### src/rtl/wake_pin_pkg.sv
package wake_pin_pkg;

    localparam int unsigned MODE_W = 3;

    typedef enum logic [MODE_W-1:0] {
        TRIG_LOW  = 3'd0,
        TRIG_HIGH = 3'd1,
        TRIG_FALL = 3'd2,
        TRIG_RISE = 3'd3,
        TRIG_OFF  = 3'd4,
        TRIG_RSV5 = 3'd5,
        TRIG_ANY  = 3'd6,
        TRIG_RSV7 = 3'd7
    } trig_mode_e;

    // bit positions inside a pin word
    localparam int unsigned LVL_BIT  = 0;
    localparam int unsigned MODE_LSB = 1;
    localparam int unsigned MODE_MSB = 3;
    localparam int unsigned CLR_BIT  = 4;

    function automatic logic mode_is_off(input logic [MODE_W-1:0] m);
        return (m == TRIG_OFF) || (m == TRIG_RSV5) || (m == TRIG_RSV7);
    endfunction

endpackage

### src/rtl/wake_pin_sync.sv
module wake_pin_sync #(
    parameter int unsigned WIDTH = 4
) (
    input  logic             clk,
    input  logic             rst_n,
    input  logic [WIDTH-1:0] async_i,
    output logic [WIDTH-1:0] lvl_o
);

    typedef struct packed {
        logic [WIDTH-1:0] meta;
        logic [WIDTH-1:0] lvl;
    } sync_t;

    sync_t st_d, st_q;

    always_comb begin
        st_d      = st_q;
        st_d.meta = async_i;
        st_d.lvl  = st_q.meta;
    end

    always_ff @(posedge clk or negedge rst_n) begin
        if (!rst_n) st_q <= '0;
        else        st_q <= st_d;
    end

    assign lvl_o = st_q.lvl;

    // cycles since reset, for the latency check below
    logic [1:0] warm_q;
    always_ff @(posedge clk or negedge rst_n) begin
        if (!rst_n)            warm_q <= 2'd0;
        else if (warm_q != 2'd2) warm_q <= warm_q + 2'd1;
    end


    sync_latency_chk: assert property (@(posedge clk) disable iff (!rst_n)
        (warm_q == 2'd2) |-> (lvl_o == $past(async_i, 2)));

endmodule

### src/rtl/wake_pin_edge.sv
module wake_pin_edge
    import wake_pin_pkg::*;
(
    input  logic              clk,
    input  logic              rst_n,
    input  logic              lvl_i,
    input  logic [MODE_W-1:0] mode_i,
    input  logic              hist_clr_i,
    output logic              evt_o
);

    typedef struct packed {
        logic prev;
    } hist_t;

    hist_t h_d, h_q;
    logic  rise, fall;

    always_comb begin
        h_d      = h_q;
        h_d.prev = hist_clr_i ? 1'b0 : lvl_i;
    end

    always_ff @(posedge clk or negedge rst_n) begin
        if (!rst_n) h_q <= '0;
        else        h_q <= h_d;
    end

    assign rise = lvl_i & ~h_q.prev;
    assign fall = ~lvl_i & h_q.prev;

    always_comb begin
        unique case (mode_i)
            TRIG_LOW:  evt_o = ~lvl_i;
            TRIG_HIGH: evt_o = lvl_i;
            TRIG_FALL: evt_o = fall;
            TRIG_RISE: evt_o = rise;
            TRIG_ANY:  evt_o = rise | fall;
            default:   evt_o = 1'b0;
        endcase
    end


    off_mode_quiet_chk: assert property (@(posedge clk) disable iff (!rst_n)
        mode_is_off(mode_i) |-> !evt_o);


    level_high_track_chk: assert property (@(posedge clk) disable iff (!rst_n)
        (mode_i == TRIG_HIGH) |-> (evt_o == lvl_i));


    level_low_track_chk: assert property (@(posedge clk) disable iff (!rst_n)
        (mode_i == TRIG_LOW) |-> (evt_o == !lvl_i));


    rise_needs_high_chk: assert property (@(posedge clk) disable iff (!rst_n)
        ((mode_i == TRIG_RISE) && evt_o) |-> lvl_i);

endmodule

### src/rtl/wake_pin_cfg.sv
module wake_pin_cfg
    import wake_pin_pkg::*;
#(
    parameter int unsigned NUM_PINS  = 4,
    parameter int unsigned ADDR_W    = 12,
    parameter int unsigned DATA_W    = 32,
    parameter int unsigned BASE_ADDR = 'h330,
    parameter int unsigned STRIDE    = 8
) (
    input  logic                           clk,
    input  logic                           rst_n,
    input  logic                           sel_i,
    input  logic                           wr_i,
    input  logic [ADDR_W-1:0]              addr_i,
    input  logic [DATA_W-1:0]              wdata_i,
    input  logic [NUM_PINS-1:0]            lvl_i,
    output logic [NUM_PINS-1:0][MODE_W-1:0] mode_o,
    output logic [NUM_PINS-1:0]            hist_clr_o,
    output logic [DATA_W-1:0]              rdata_o
);

    typedef struct packed {
        logic [NUM_PINS-1:0][MODE_W-1:0] mode;
    } cfg_t;

    cfg_t                c_d, c_q;
    logic [NUM_PINS-1:0] hit;
    logic                unused_wbits;

    assign unused_wbits = ^{wdata_i[DATA_W-1:CLR_BIT+1], wdata_i[LVL_BIT]};

    always_comb begin
        for (int n = 0; n < NUM_PINS; n++) begin
            hit[n] = (addr_i == ADDR_W'(BASE_ADDR + STRIDE * n));
        end
    end

    always_comb begin
        c_d        = c_q;
        hist_clr_o = '0;
        rdata_o    = '0;
        for (int n = 0; n < NUM_PINS; n++) begin
            if (sel_i && hit[n]) begin
                if (wr_i) begin
                    c_d.mode[n]   = wdata_i[MODE_MSB:MODE_LSB];
                    hist_clr_o[n] = wdata_i[CLR_BIT];
                end else begin
                    rdata_o[LVL_BIT]           = lvl_i[n];
                    rdata_o[MODE_MSB:MODE_LSB] = c_q.mode[n];
                end
            end
        end
    end

    always_ff @(posedge clk or negedge rst_n) begin
        if (!rst_n) begin
            for (int n = 0; n < NUM_PINS; n++) c_q.mode[n] <= TRIG_OFF;
        end else begin
            c_q <= c_d;
        end
    end

    assign mode_o = c_q.mode;


    one_word_hit_chk: assert property (@(posedge clk) disable iff (!rst_n)
        $onehot0(hit));


    strobe_reads_zero_chk: assert property (@(posedge clk) disable iff (!rst_n)
        rdata_o[DATA_W-1:CLR_BIT] == '0);


    idle_bus_zero_chk: assert property (@(posedge clk) disable iff (!rst_n)
        !sel_i |-> (rdata_o == '0));

endmodule

### src/rtl/wake_pin_detect.sv
module wake_pin_detect
    import wake_pin_pkg::*;
#(
    parameter int unsigned NUM_PINS  = 4,
    parameter int unsigned ADDR_W    = 12,
    parameter int unsigned BASE_ADDR = 'h330,
    parameter int unsigned STRIDE    = 8
) (
    input  logic                clk,
    input  logic                rst_n,
    input  logic [NUM_PINS-1:0] wake_pin_i,
    input  logic                bus_sel_i,
    input  logic                bus_wr_i,
    input  logic [ADDR_W-1:0]   bus_addr_i,
    input  logic [31:0]         bus_wdata_i,
    output logic [31:0]         bus_rdata_o,
    output logic [NUM_PINS-1:0] wake_evt_o
);

    localparam int unsigned DATA_W = 32;

    logic [NUM_PINS-1:0]             lvl;
    logic [NUM_PINS-1:0][MODE_W-1:0] mode;
    logic [NUM_PINS-1:0]             hist_clr;

    wake_pin_sync #(.WIDTH(NUM_PINS)) u_sync (
        .clk     (clk),
        .rst_n   (rst_n),
        .async_i (wake_pin_i),
        .lvl_o   (lvl)
    );

    wake_pin_cfg #(
        .NUM_PINS  (NUM_PINS),
        .ADDR_W    (ADDR_W),
        .DATA_W    (DATA_W),
        .BASE_ADDR (BASE_ADDR),
        .STRIDE    (STRIDE)
    ) u_cfg (
        .clk        (clk),
        .rst_n      (rst_n),
        .sel_i      (bus_sel_i),
        .wr_i       (bus_wr_i),
        .addr_i     (bus_addr_i),
        .wdata_i    (bus_wdata_i),
        .lvl_i      (lvl),
        .mode_o     (mode),
        .hist_clr_o (hist_clr),
        .rdata_o    (bus_rdata_o)
    );

    for (genvar g = 0; g < NUM_PINS; g++) begin : g_pin
        wake_pin_edge u_edge (
            .clk        (clk),
            .rst_n      (rst_n),
            .lvl_i      (lvl[g]),
            .mode_i     (mode[g]),
            .hist_clr_i (hist_clr[g]),
            .evt_o      (wake_evt_o[g])
        );
    end

endmodule

### config.mk
export PLATFORM = sky130hd
export DESIGN_NAME = wake_pin_detect
export DESIGN_NICKNAME = d
export VERILOG_FILES = /design/src/rtl/wake_pin_pkg.sv /design/src/rtl/wake_pin_sync.sv /design/src/rtl/wake_pin_edge.sv /design/src/rtl/wake_pin_cfg.sv /design/src/rtl/wake_pin_detect.sv
export SDC_FILE = /design/constraint.sdc
export NUM_CORES = 1
export LEC_CHECK = 0
export ABC_AREA = 1
export ABC_CLOCK_PERIOD_IN_PS = 1600
export BUFFER_PORTS_ARGS = -buffer_cell sky130_fd_sc_hd__buf_4
export CAP_MARGIN = 20
export CORE_UTILIZATION = 45
export CTS_CLUSTER_SIZE = 16
export DETAILED_ROUTE_END_ITERATION = 8
export PLACE_DENSITY = 0.79
export SYNTH_ARGS = -nofsm -noshare
export SYNTH_HDL_FRONTEND = slang
export SYNTH_SLANG_ARGS = --single-unit
### constraint.sdc
create_clock -name clk -period 1.6 [get_ports clk]
set_clock_uncertainty 0.15 [all_clocks]
set_input_delay 0.24 -clock clk [delete_from_list [all_inputs] [get_ports clk]]
set_output_delay 0.24 -clock clk [all_outputs]
set_load 0.03 [all_outputs]
Yosys cells after proc, flatten, opt, wreduce, memory -nomap -nowiden
Index checks and enable logic that the tools add are counted.
{"block": "word_totals", "reg_bits": 24, "input_bits": 52, "out_inout_bits": 36}
{"block": "op_classes", "n_eq_ne": 20, "mux": 21, "bitwise": 20, "reduce_logical": 12}
{"cell": "12-bit by 10-bit == test with 1-bit output, second input constant", "n": 4}
{"cell": "4-bit 2-to-1 mux", "n": 8}
{"cell": "3-bit by 2-bit == test with 1-bit output, second input constant", "n": 8}
{"cell": "1-bit case mux with 5 select lines", "n": 4}
{"cell": "3-bit by 1-bit == test with 1-bit output, second input constant", "n": 4}
{"cell": "3-bit == test, second input constant", "n": 4}
{"cell": "3-bit logical NOT", "n": 4}
{"cell": "1-bit 2-to-1 mux", "n": 9}
{"cell": "1-bit AND", "n": 8}
{"cell": "1-bit NOT", "n": 8}
{"cell": "2-bit AND reduction", "n": 4}
{"cell": "1-bit logical AND", "n": 4}
{"cell": "1-bit OR", "n": 4}

Longest topological paths before layout
Gate-level depths: netlist of the first run.
{"block": "logic_depth", "word_depth": 9, "mapped_depth": 11, "mapped_depth_nobuf": 11}

By module
Synthesis of the first run repeated with hierarchy kept, for this count alone.
{"block": "unflattened", "hier_cells": 247, "hier_area_um2": 1770.4}
{"mod": "wake_pin_cfg", "n_inst": 1, "cells_each": 159, "area_per_inst_um2": 1089.8, "seq_area_each_um2": 305.3}
{"mod": "wake_pin_edge", "n_inst": 4, "cells_each": 20, "area_per_inst_um2": 120.1, "seq_area_each_um2": 25.0}
{"mod": "wake_pin_sync", "n_inst": 1, "cells_each": 8, "area_per_inst_um2": 200.2, "seq_area_each_um2": 200.2}

Worst setup path after synthesis of the first run
No wires, ideal clock.
{"block": "synth_timing", "path_type": "reg2out", "startpoint": "register g_pin[0].u_edge.h_q", "endpoint": "output port wake_evt_o[0]", "t_arrival_ns": 1.175, "path_slack_ns": 0.035, "path_stages_with_launch": 5, "cell_sequence": "dfrtp_1 > inv_1 > ha_1 > o41ai_1 > buf_4"}
{"block": "synth_via", "elab_chain_cells": 4}
{"item": "from (decl)", "line": "wake_pin_edge.sv:16", "source": "hist_t h_d, h_q;"}
{"item": "from (signal assigned)", "line": "wake_pin_edge.sv:25", "source": "if (!rst_n) h_q <= '0;"}
{"item": "from (signal assigned)", "line": "wake_pin_edge.sv:26", "source": "else h_q <= h_d;"}
{"item": "1-bit NOT", "line": "wake_pin_edge.sv:29", "source": "assign rise = lvl_i & ~h_q.prev;"}
{"item": "1-bit AND", "line": "wake_pin_edge.sv:29"}
{"item": "1-bit OR", "line": "wake_pin_edge.sv:38", "source": "TRIG_ANY: evt_o = rise | fall;"}
{"item": "1-bit case mux with 5 select lines (*)", "line": "wake_pin_edge.sv:33", "source": "unique case (mode_i)"}
{"item": "to (decl)", "line": "wake_pin_detect.sv:17", "source": "output logic [NUM_PINS-1:0] wake_evt_o"}
Every way passes the cells marked *; elsewhere a longest branch is shown, timed or not.

Worst setup path in the final report of the first run
{"block": "layout_timing", "startpoint": "register g_pin[1].u_edge.h_q", "endpoint": "output port wake_evt_o[1]"}
{"block": "layout_via", "elab_chain_cells": 4}
{"item": "from (decl)", "line": "wake_pin_edge.sv:16"}
{"item": "from (signal assigned)", "line": "wake_pin_edge.sv:25"}
{"item": "from (signal assigned)", "line": "wake_pin_edge.sv:26"}
{"item": "1-bit NOT", "line": "wake_pin_edge.sv:29"}
{"item": "1-bit AND", "line": "wake_pin_edge.sv:29"}
{"item": "1-bit OR", "line": "wake_pin_edge.sv:38"}
{"item": "1-bit case mux with 5 select lines (*)", "line": "wake_pin_edge.sv:33"}
Marks and branches as above.

==> impl_metrics.csv, run 1 <==
group,metric,value,unit
power,pwr_density_cell,572,nW/um^2
setup_path,cp.required,1210,ps
drt,vias_per_cell,4.89,
setup_path,r2r_start,"u_sync.lvl_o[3]",
power,peakVddDrop,0.421,mV
sta,fin_ws,-324,ps
global_route,antenna_found_initial,0,
final_layout,instances_no_fill,337,
synthesis,synth_top_cell_area_share,0.289,
sta,setup_viol,8,
synthesis,ys_seq_area_frac,0.350,
synthesis,synth-edff-count,0,
sta,slew_viol_final,0,
min_path,holdCritStartpoint,"bus_wdata_i[1]",
synthesis,synth.area.top_cells,"dfrtp_1 29%, buf_4 14%, nand2_1 13%",
clock_network,cts_buffers,3,
setup_path,cp_max_fo,2,
sta,fin_crit_sh,1.20,
place,place.gp.congestion,0.885,
power,power.leakage,1.24,nW
clock_network,cts.sinks,24,
drt,num_vias,1647,
clock_network,cts_tree,"yes",
synthesis,yosysWarnings,0,
sta,holdWs,144,ps
synthesis,postSynthCellCount,232,
setup_path,worstPathCellList,"inv_1, ha_1, nor2_1, o21a_1, o31ai_2, buf_4",
final_layout,layout.nets,350,
clock_network,root_buffer,"clkbuf_8",
drt,detail-route-antenna-nets,0,
global_route,grt.total_usage,0.211,
drt,routedWlPerCell,12.7,um
drt,drtIter0Drc,50,
floorplanning,fp.dieW,64.0,um
floorplanning,ios,88,
clock_network,cts_buffer_depth,2,
floorplanning,fp.dieArea,4100,um^2
synthesis,ys_top_cells_by_count,"58 x nand2_1, 37 x inv_1, 32 x buf_4",
drt,drt-total-wl,4270,um
sta,fin_crit,1920,ps
place,numPortBuffers,31,
synthesis,synthesis.area,1730,um^2
synthesis,yosysMostFrequentCell,"nand2_1",
synthesis,yosysTopAreaCell,"dfrtp_1",
global_route,grt_pass1_vias,1585,
floorplanning,die_y,64.0,um
synthesis,synth_ff_type,"dfrtp_1",
setup_path,start_kind,"register",
global_route,grt_max_degree,25,
final_layout,drive_gt1_frac,0.439,
setup_path,crit_slowest_cell,"dfrtp_1",
setup_path,cp-end-kind,"output pin",
setup_path,slowest_delay,380,ps
min_path,hp-class,"in -> reg",
flow_run,maxCapViolCount,0,
sta,hold_viol,0,
synthesis,synth-seq-cells,24,
synthesis,synth_area_per_cell,7.46,um^2
clock_network,clock_latency,270,ps
synthesis,async_flop_share,1.00,
sta,max_freq,0.520,GHz
setup_path,crit_arrival,1530,ps
sta,fin_tns_setup,-1930,ps
power,p_total,1.39,mW
place,dpl_worst_slack,-244,ps
run_status,violations,"setup timing",
global_route,grt_pass1_wl,6690,um
setup_path,critPathKind,"reg -> out",
floorplanning,start_util,0.469,
sta,rsz0062_at_grt,"true",
final_layout,diodes,0,
final_layout,area_growth,40.7,%
clock_network,clk_pin_slew,90,ps
drt,firstDrtPassIters,4,
clock_network,htreeDepth,1,
run_status,status,"finished, violations left",
setup_path,critPathLaunch,"g_pin[1].u_edge.h_q",
place,place_inst,323,
floorplanning,num_rows,22,
synthesis,synth_cell_types,26,
drt,drc,0,
place,hpwl,2660,um
global_route,gr-total-overflow,0,
floorplanning,core_area,3690,um^2
## cells in the final DEF, fill, tap and decap left out, types with 4 or more instances in the layout
master	n
nand2_1	48
buf_4	40
conb_1	28
inv_1	25
dfrtp_1	19
nand3_2	12
buf_6	12
inv_2	11
nand2_2	11
o21ai_1	9
nor2_4	8
nor2_1	7
nand3_1	6
ha_1	5
dlygate4sd3_1	5
nor2_2	4
o21ai_0	4
clkbuf_8	4
dfstp_2	4
## final timing paths
kind	to	slack, ps	cells past startpoint
max	wake_evt_o[1]	-320	6
min	u_cfg.mode_o[6]	140	3
max reg2reg	g_pin[3].u_edge.h_q	560	4
min reg2reg	u_sync.lvl_o[2]	200	0
max in group asynchronous	u_cfg.mode_o[2]	770	2
min in group asynchronous	u_sync.lvl_o[3]	230	2
## state kept, by name, indices dropped and copies added, names as in the netlist
| register | cells |
|---|---|
| u_cfg.mode_o | 12 |
| g_pin.u_edge.h_q | 4 |
| u_sync.lvl_o | 4 |
| u_sync.st_d | 4 |
## critical path: cells and delay by family, from the launching register on
family,cells,cell delay (ps)
compound gates,2,430
flops,1,380
buf+inv,2,270
fa+ha+maj,1,140
simple gates,1,50
## power breakdown
| group | switching, mW | total [mW] | internal (mW) |
|---|---|---|---|
| sequential | 0.0112 | 0.634 | 0.623 |
| clock | 0.205 | 0.425 | 0.221 |
| combinational | 0.213 | 0.333 | 0.120 |
| total | 0.429 | 1.39 | 0.963 |
## cell families after synthesis
family | count (synthesis) | synth area share
AOI/OAI and AO/OA | 25 | 0.0860
buffers and inverters | 70 | 0.221
adders and majority gates | 8 | 0.0578
other | 1 | 0.00217
DFF | 24 | 0.350
and+or+nand+nor | 104 | 0.283
## stage by stage
step | cell area (um^2) | util
CTS | 2280 | 0.619
global placement | 2010 | 0.546
floorplan | 1830 | -
global route | 2440 | 0.660
finish | 2440 | 0.660
detailed placement | 2010 | 0.546
## metal layers
metal	track usage	wire (um)	up-vias
met5	0	0	-
met4	0.102	127	0
met3	0.0304	281	14
met2	0.374	2280	75
met1	0.248	1580	779
li1	-	-	779
## repair_timing
action,4_1_cts,5_1_grt
endpoints found under the hold margin,28,0
resized for setup,38,41
hold buffers,5,0
setup endpoints to repair,8,8
pin swaps,30,22
setup buffers,4,2
## final cells by class
cell class,count,area [um^2]
inverter,38,145
tap,48,60.1
multi-input combinational,165,1070
timing repair buffer,58,500
clock buffer,4,55.1
fill,305,1250
sequential,24,607
No activity file was read; power rests on OpenSTA's default activity.
==> inputs of run 2 (changes only) <==
--- a/config.mk
+++ b/config.mk
@@ -5,14 +5,13 @@
 export SDC_FILE = /design/constraint.sdc
 export NUM_CORES = 1
 export LEC_CHECK = 0
-export ABC_AREA = 1
 export ABC_CLOCK_PERIOD_IN_PS = 1600
 export BUFFER_PORTS_ARGS = -buffer_cell sky130_fd_sc_hd__buf_4
 export CAP_MARGIN = 20
 export CORE_UTILIZATION = 45
 export CTS_CLUSTER_SIZE = 16
 export DETAILED_ROUTE_END_ITERATION = 8
-export PLACE_DENSITY = 0.79
+export PLACE_DENSITY = 0.8
 export SYNTH_ARGS = -nofsm -noshare
 export SYNTH_HDL_FRONTEND = slang
 export SYNTH_SLANG_ARGS = --single-unit
==> impl_metrics.csv, run 2 <==
group,metric,value,unit
clock_network,cts_tree,"yes",
final_layout,final_common_cell,"buf_4",
global_route,gr-total-overflow,0,
clock_network,cts_buffers,3,
final_layout,mostFrequentLayoutCells,"45 x buf_4, 28 x conb_1, 19 x dfrtp_1",
clock_network,clock_latency,270,ps
setup_path,cp_max_fo,2,
clock_network,cts.sinks,24,
sta,hold_viol,0,
synthesis,synth_area_per_cell,10.8,um^2
final_layout,largest_reg_flops,12,
sta,setup_viol,8,
drt,detail-route-antenna-nets,0,
power,p_total,1.36,mW
floorplanning,start_util,0.488,
final_layout,layout.nets,273,
sta,fin_ws,-380,ps
min_path,hp-class,"in -> reg",
clock_network,htreeDepth,1,
sta,holdWs,27.6,ps
synthesis,async_flop_share,1.00,
run_status,violations,"setup timing",
synthesis,ys_top_cells_by_count,"32 x buf_4, 20 x dfrtp_1, 13 x inv_1",
global_route,grt_pass1_vias,1226,
synthesis,synthesis.area,1690,um^2
synthesis,ys_seq_area_frac,0.358,
synthesis,postSynthCellCount,157,
setup_path,worstPathCellList,"ha_1, o31a_1, a31oi_1, buf_4",
setup_path,r2r_start,"u_sync.lvl_o[3]",
synthesis,yosysTopAreaCell,"dfrtp_1",
run_status,status,"finished, violations left",
setup_path,cp-end-kind,"output pin",
floorplanning,fp.dieW,63.3,um
setup_path,crit_slowest_cell,"dfrtp_1",
setup_path,cp.required,1210,ps
setup_path,rrSetupSlack,570,ps
drt,routedWlPerCell,13.3,um
setup_path,r2r_end,"g_pin[3].u_edge.h_q",
synthesis,synth_top_cell_area_share,0.296,
setup_path,critPathLaunch,"u_sync.lvl_o[3]",
synthesis,yosysWarnings,0,
setup_path,start_kind,"register",
final_layout,drive_gt1_frac,0.434,
synthesis,synth.area.top_cells,"dfrtp_1 30%, buf_4 14%, mux2_2 8.0%",
drt,drt-total-wl,3430,um
floorplanning,core_area,3470,um^2
setup_path,cp_num_cells,4,
setup_path,crit_arrival,1590,ps
final_layout,diodes,0,
min_path,holdCritStartpoint,"bus_wdata_i[4]",
floorplanning,die_y,63.3,um
global_route,grt_pass1_wl,5380,um
final_layout,instances_no_fill,258,
place,place.gp.congestion,0.814,
clock_network,clk_pin_slew,80,ps
setup_path,worstRegToRegCells,4,
synthesis,synth_ff_type,"dfrtp_1",
synthesis,synth-seq-cells,24,
flow_run,maxCapViolCount,0,
final_layout,nFillCells,290,
setup_path,critPathKind,"reg -> out",
sta,slew_viol_final,0,
synthesis,synth-edff-count,0,
synthesis,synth_cell_types,33,
global_route,grt.total_usage,0.174,
clock_network,cts_buffer_depth,2,
place,numPortBuffers,31,
power,pwr_density_cell,616,nW/um^2
drt,vias_per_cell,4.95,
sta,fin_crit_sh,1.24,
setup_path,endpoint,"wake_evt_o[3]",
place,hpwl,2510,um
final_layout,area_growth,30.3,%
power,power.leakage,1.12,nW
floorplanning,ios,88,
place,place_inst,241,
global_route,grt_max_degree,25,
power,peakVddDrop,0.500,mV
setup_path,slowest_delay,390,ps
sta,max_freq,0.505,GHz
drt,drc,0,
clock_network,root_buffer,"clkbuf_8",
floorplanning,num_rows,21,
setup_path,crit_buf_inv,1,
drt,firstDrtPassIters,4,
global_route,antenna_found_initial,0,
sta,rsz0062_at_grt,"true",
floorplanning,fp.dieArea,4010,um^2
sta,fin_crit,1980,ps
sta,fin_tns_setup,-1950,ps
setup_path,crit_family,"compound AO/OA/AOI/OAI gates",
synthesis,yosysMostFrequentCell,"buf_4",
drt,num_vias,1277,
drt,drtIter0Drc,29,
-- run 2: cell types whose count changed after synthesis, sizes merged, moves of 12 or more --
cell,before,now
inv,37,13
nand2,61,6
mux2,0,12
nand3,19,0
o21ai,15,0
nor2,19,3
-- run 2: worst min path at each step --
stage                     slack (ps)  cells past startpoint                  end
after floorplan                 -210                      0  g_pin[0].u_edge.h_q
after global placement             5                      1      u_sync.lvl_o[1]
after global routing              30                      2  g_pin[1].u_edge.h_q
final                             30                      2  g_pin[1].u_edge.h_q
after detailed placement           8                      1  g_pin[1].u_edge.h_q
after CTS                         20                      2  g_pin[1].u_edge.h_q
-- run 2: metrics by stage --
| step | worst slack (ps) | utilization | cell area, um^2 |
|---|---|---|---|
| final | -380 | 0.635 | 2200 |
| after global placement | -295 | 0.567 | 1970 |
| after detailed placement | -305 | 0.567 | 1970 |
| after global routing | -426 | 0.635 | 2200 |
| after CTS | -369 | 0.617 | 2140 |
| after floorplan | -140 | - | 1830 |
-- run 2: logic make-up after synthesis --
family                     Yosys count  synth area share
buffers and inverters               47             0.175
AOI/OAI and AO/OA                   31             0.132
DFF                                 24             0.358
and+or+nand+nor                     32             0.181
adders and majority gates            8            0.0592
other                                1           0.00222
muxes                               14            0.0917
-- run 2: layout make-up --
cell class	instances	area, um^2	share of cell area
Multi-Input combinational cell	113	957	0.434
Sequential cell	24	607	0.275
Timing Repair Buffer	58	478	0.217
Tap cell	46	57.6	0.0261
Clock buffer	4	55.1	0.0250
Inverter	13	48.8	0.0221
-- run 2: where the power goes --
| part | switching (mW) | internal [mW] | leakage, nW | total [mW] |
|---|---|---|---|---|
| clock | 0.191 | 0.220 | 0.0288 | 0.411 |
| combinational | 0.191 | 0.122 | 0.800 | 0.313 |
| sequential | 0.0110 | 0.623 | 0.292 | 0.634 |
| total | 0.393 | 0.965 | 1.12 | 1.36 |
-- run 2: what timing repair did --
item,in CTS,in global routing
pin swaps,5,5
endpoints found under the hold margin,28,0
gates cloned,0,0
hold buffers,5,0
gates resized for setup,8,10
buffers inserted,5,3
endpoints found under the setup margin,8,8
-- run 2: routing by layer --
| metal | routed length [um] | GRT usage | up-vias |
|---|---|---|---|
| met5 | 0 | 0 | - |
| met4 | 108 | 0.0966 | 0 |
| met3 | 188 | 0.0308 | 11 |
| met2 | 1660 | 0.267 | 49 |
| met1 | 1470 | 0.230 | 610 |
| li1 | - | - | 607 |
-- run 2: worst register-to-register path: cells and delay by family, from the launching register on --
kind / cells / cell delay [ps]
buffers and inverters: 3 / 320
AOI/OAI and AO/OA: 1 / 40
DFF: 1 / 390
